--- src/rtl/spec_load_table.sv ---
`timescale 1ns/1ps
module spec_load_table #(
  parameter int ENTRIES = 32,
  parameter int TAG_W   = 8,
  parameter int ADDR_W  = 32,
  parameter int SIZE_W  = 3
) (
  input  logic              clk,
  input  logic              rst_n,
  input  logic              flush_all,
  input  logic              ld_valid,
  input  logic [TAG_W-1:0]  ld_tag,
  input  logic [ADDR_W-1:0] ld_addr,
  input  logic [SIZE_W-1:0] ld_size,
  input  logic              st_valid,
  input  logic [ADDR_W-1:0] st_addr,
  input  logic [SIZE_W-1:0] st_size,
  input  logic              chk_valid,
  input  logic [TAG_W-1:0]  chk_tag,
  input  logic              chk_clear,
  output logic              chk_hit
);
  localparam int IDX_W = (ENTRIES > 1) ? $clog2(ENTRIES) : 1;
  localparam int EXT_W = ADDR_W + 1;
  localparam logic [IDX_W-1:0] LAST_IDX = IDX_W'(ENTRIES - 1);

  function automatic logic ranges_meet(input logic [ADDR_W-1:0] a, input logic [SIZE_W-1:0] sa,
                                       input logic [ADDR_W-1:0] b, input logic [SIZE_W-1:0] sb);
    logic [EXT_W-1:0] a_lo, a_end, b_lo, b_end;
    a_lo  = {1'b0, a};
    b_lo  = {1'b0, b};
    a_end = a_lo + (EXT_W'(1) << sa);
    b_end = b_lo + (EXT_W'(1) << sb);
    return (a_lo < b_end) && (b_lo < a_end);
  endfunction

  logic              valid_q [ENTRIES];
  logic [TAG_W-1:0]  tag_q   [ENTRIES];
  logic [ADDR_W-1:0] addr_q  [ENTRIES];
  logic [SIZE_W-1:0] size_q  [ENTRIES];
  logic [ENTRIES-1:0] valid_vec, ld_match, chk_match, st_hit;
  logic [IDX_W-1:0]  rr_q, alloc_idx;
  logic              alloc_victim;
  logic              ld_st_meet;

  assign ld_st_meet = st_valid && ranges_meet(ld_addr, ld_size, st_addr, st_size);
  assign chk_hit    = chk_valid && (|chk_match);

  always_comb begin
    alloc_idx    = rr_q;
    alloc_victim = 1'b1;
    for (int i = ENTRIES - 1; i >= 0; i--) begin
      if (!valid_vec[i]) begin
        alloc_idx    = IDX_W'(i);
        alloc_victim = 1'b0;
      end
    end
    for (int i = ENTRIES - 1; i >= 0; i--) begin
      if (ld_match[i]) begin
        alloc_idx    = IDX_W'(i);
        alloc_victim = 1'b0;
      end
    end
  end

  always_ff @(posedge clk or negedge rst_n) begin
    if (!rst_n)                       rr_q <= '0;
    else if (flush_all)               rr_q <= '0;
    else if (ld_valid && alloc_victim) rr_q <= (rr_q == LAST_IDX) ? '0 : rr_q + 1'b1;
  end

  for (genvar g = 0; g < ENTRIES; g++) begin : g_slot
    logic take;
    assign take         = ld_valid && (alloc_idx == IDX_W'(g));
    assign valid_vec[g] = valid_q[g];
    assign ld_match[g]  = valid_q[g] && (tag_q[g] == ld_tag);
    assign chk_match[g] = valid_q[g] && (tag_q[g] == chk_tag);
    assign st_hit[g]    = st_valid && valid_q[g] &&
                          ranges_meet(addr_q[g], size_q[g], st_addr, st_size);

    always_ff @(posedge clk or negedge rst_n) begin
      if (!rst_n)         valid_q[g] <= 1'b0;
      else if (flush_all) valid_q[g] <= 1'b0;
      else if (take)      valid_q[g] <= !ld_st_meet;
      else if (st_hit[g] || (chk_valid && chk_clear && chk_match[g]))
                          valid_q[g] <= 1'b0;
    end

    always_ff @(posedge clk) begin
      if (take && !flush_all) begin
        tag_q[g]  <= ld_tag;
        addr_q[g] <= ld_addr;
        size_q[g] <= ld_size;
      end
    end
  end

  assert_one_entry_per_tag_R3: assert property (@(posedge clk) disable iff (!rst_n)
    $onehot0(ld_match));

  assert_victim_only_when_full_R4: assert property (@(posedge clk) disable iff (!rst_n)
    (ld_valid && alloc_victim) |-> (&valid_vec));

  assert_load_recorded_R2: assert property (@(posedge clk) disable iff (!rst_n)
    (ld_valid && !flush_all && !ld_st_meet) |=>
      (valid_q[$past(alloc_idx)] && (tag_q[$past(alloc_idx)] == $past(ld_tag))));

  assert_store_kills_overlap_R5: assert property (@(posedge clk) disable iff (!rst_n)
    (st_valid && !ld_valid && !flush_all) |=> ((valid_vec & $past(st_hit)) == '0));

  assert_check_clear_removes_R8: assert property (@(posedge clk) disable iff (!rst_n)
    (chk_hit && chk_clear && !ld_valid && !flush_all) |=> ((valid_vec & $past(chk_match)) == '0));

  assert_flush_empties_R9: assert property (@(posedge clk) disable iff (!rst_n)
    flush_all |=> (valid_vec == '0));
endmodule

--- config.mk ---
export PLATFORM = sky130hd
export DESIGN_NAME = spec_load_table
export DESIGN_NICKNAME = d
export VERILOG_FILES = /design/src/rtl/spec_load_table.sv
export SDC_FILE = /design/constraint.sdc
export NUM_CORES = 2
export LEC_CHECK = 0
export BUFFER_PORTS_ARGS = -buffer_cell sky130_fd_sc_hd__buf_4
export CAP_MARGIN = 10
export CELL_PAD_IN_SITES_DETAIL_PLACEMENT = 0
export CELL_PAD_IN_SITES_GLOBAL_PLACEMENT = 2
export CORE_ASPECT_RATIO = 1.4
export CORE_MARGIN = 5
export CORE_UTILIZATION = 40
export DETAILED_ROUTE_END_ITERATION = 12
export PLACE_DENSITY = 0.73
export SETUP_SLACK_MARGIN = 0.1
export SYNTH_ARGS = -nofsm -noshare
export SYNTH_HDL_FRONTEND = slang
export SYNTH_SLANG_ARGS = --single-unit
--- constraint.sdc ---
create_clock -name clk -period 11.97 [get_ports clk]
set_clock_uncertainty 0.05 [all_clocks]
set_input_delay 1.7955 -clock clk [delete_from_list [all_inputs] [get_ports clk]]
set_output_delay 1.7955 -clock clk [all_outputs]
set_load 0.02 [all_outputs]
==> reports/metrics.cfg <==
[outcome]
status=complete, no violations

[route]
antenna_left=0
drc_errors=0
first_pass_iters=8
wl_um=504000
num_vias=97600
initialDrtViolationCount=8640
routedWlPerCell_um=31.4
viasPerCell=6.08

[timing]
tightest_slew_ns=1.39
finalCriticalPeriod_ns=7.47
max-slew-margin-rel=0.0659
rsz0062_at_grt=false
fmax_ghz=0.134
fin_setup_tns_ns=0
setup_viol=0
final-hold-violation-count=0
fin_crit_sh=0.624
holdWs_ns=0.547
finalMaxSlewViolations=0

[logic_synthesis]
synth-edff-count=1376
yosys.area_share.adder=0.246
ys_ff_latch=1413
synthesis.area_um2=121000
synth_area_leaders=edfxtp_1 34%, ha_1 24%, xnor2_1 6.3%, xor2_1 4.8%, a21oi_1 2.9%
synth_ff_type=edfxtp_1
synth.avg_cell_area_um2=10.5
synth_top_cell_area_share=0.342
ys_types=96
yosys_warnings=0
synthSimpleGateAreaFrac=0.149
netlist_instances=11500
synthMuxAreaShare=0.00254
synth-compound-area-share=0.127
synth_xor_area_frac=0.111
syn_nets=14000
ys_seq_area_frac=0.349
synth_top_area_cell=edfxtp_1
synth_top_family_by_area=adder cells
async_flop_share=0.0262

[worst_setup_path]
critPathBufInv=3
cpPeakStageDelay_ns=0.75
cp-end-kind=flop
arrival_ns=8.11
critPathRequiredTime_ns=12.61
crit_path_top_delay_cell=nor3_1
cp_top_family=compound AO/OA/AOI/OAI gates
start_kind=input pin
worst-path-max-fanout=40
cpMostUsedCell=a21oi_1
crit_type=in -> reg

[clock_tree]
htree_levels=4
cts_tree=done
clk_pin_slew_ns=0.06
cts_setup_buffers=0
hold_buffers=0
cts_buffers=174
cts_sinks=1413
clock_latency_ns=0.88
clock-root-buffer=clkbuf_16
cts_resized=0
clockBufferDepth=4

[floorplan]
dieArea_um2=313000
ios=94
die_h_um=660
core_area_um2=300000
fp-row-count=238
die_x_um=475
initial_core_util=0.402

[power_and_ir_drop]
p_per_area_nw_per_um2=96.3
vdd_drop_max_v=0.000110
p_leak_nw=53.1

[cells_and_area]
fin_nets=14400
areaGrowthSynthToFinish_pct=11.3
drive_above_1_share=0.0652
final-seq-area_um2=42200
multi_input_area_um2=77600
final_core_util=0.448
n_fill_cell=28100

[placement]
io_buffers=93
gp_congestion=0.961
hpwl_um=374000

[hold_path]
min_path_type=reg -> reg

[grt]
grt_max_degree=44
grt-ovfl-total=0
grt_pass1_wl_um=701000
grt_antenna_before_repair=36
grt_usage=0.312
first_global_vias=94400

[flow_run]
max_cap_viol_count=0

## layout make-up
class                           instances  area share
Timing Repair Buffer                  399      0.0226
Tap cell                             3960      0.0368
Sequential cell                      1413       0.314
Clock buffer                          211      0.0339
Clock inverter                         92     0.00803
Antenna cell                           21    0.000391
Multi-Input combinational cell       9711       0.577
Inverter                              251     0.00700
## per-layer routing
layer	GRT usage	share of wire
met1	0.389	0.41
met2	0.512	0.46
met3	0.0465	0.064
met4	0.182	0.070
met5	0	0.00016
## synthesized netlist by cell type, types with 78 or more instances
cell      instances
a211oi_1        108
a21o_1          412
a21oi_1         710
and3_1          203
and4_1           78
clkbuf_1         86
edfxtp_1       1376
ha_1           2320
inv_1           249
nand2_1         682
nand2b_1        130
nand3_1         377
nand4_1         420
nor2_1          520
nor2b_1         161
nor3_1          292
nor3b_1         115
nor4_1          167
o21a_1          115
o21ai_0         493
o21bai_1        112
xnor2_1         864
xor2_1          661
## through the flow
step | cells | total power [mW] | area [um2] | setup slack [ns]
after floorplan | 11500 | 6.51 | 121000 | 4.34
after global placement | 15700 | 7.48 | 129000 | 3.65
after detailed placement | 15700 | 7.51 | 129000 | 3.63
after CTS | 16000 | 13.0 | 134000 | 4.50
after global routing | 16000 | 13.4 | 134000 | 4.17
final | 16100 | 13.0 | 135000 | 4.50
## power breakdown
part | internal [mW] | switching [mW]
clock network | 3.20 | 2.32
logic | 0.616 | 1.36
registers | 5.44 | 0.0176
## registers in the layout, indices dropped and copies added (netlist names)
signal,count
rr_q,5
valid_q,32
addr_q,1024
tag_q,256
size_q,96
## cells by family (layout without fill, tap and decap cells)
logic type               after synthesis  after routing
XOR/XNOR                            1526           1526
buffers and inverters                390            953
AND/OR/NAND/NOR                     3390           3390
multiplexers                          30             30
flip-flops                          1413           1413
AO/OA/AOI/OAI                       2411           2411
other                                  0             21
adder cells (fa/ha/maj)             2354           2354
## tightest hold or removal path, delay by kind of cell, from the launching register on
family / cells / cell delay (ns)
AOI/OAI and AO/OA: 1 / 0.06
and+or+nand+nor: 1 / 0.08
DFF: 1 / 0.42
## path summary, 6_finish.rpt
kind | from | end | slack (ns) | cells past startpoint
max in group asynchronous | rst_n | valid_q[24]$_DFFE_PN0P_ | 10.32 | 1
min | rr_q[1]$_DFFE_PN0P_ | rr_q[1]$_DFFE_PN0P_ | 0.55 | 2
max | ld_size[0] | valid_q[4]$_DFFE_PN0P_ | 4.50 | 26
min reg2reg | rr_q[1]$_DFFE_PN0P_ | rr_q[1]$_DFFE_PN0P_ | 0.55 | 2
min in group asynchronous | rst_n | rr_q[0]$_DFFE_PN0P_ | 0.97 | 1
max reg2reg | size_q[1][34]$_DFFE_PP_ | valid_q[4]$_DFFE_PN0P_ | 4.86 | 19
## layout by cell type, fill, tap and decap left out, types with 377 or more instances in the layout
cell	Yosys	routed
a21o_1	412	412
a21oi_1	710	710
buf_4	9	391
edfxtp_1	1376	1376
ha_1	2320	2319
nand2_1	682	681
nand3_1	377	377
nand4_1	420	420
nor2_1	520	492
o21ai_0	493	479
xnor2_1	864	852
xor2_1	661	643
Note: power is estimated with default switching activity, not from simulation.
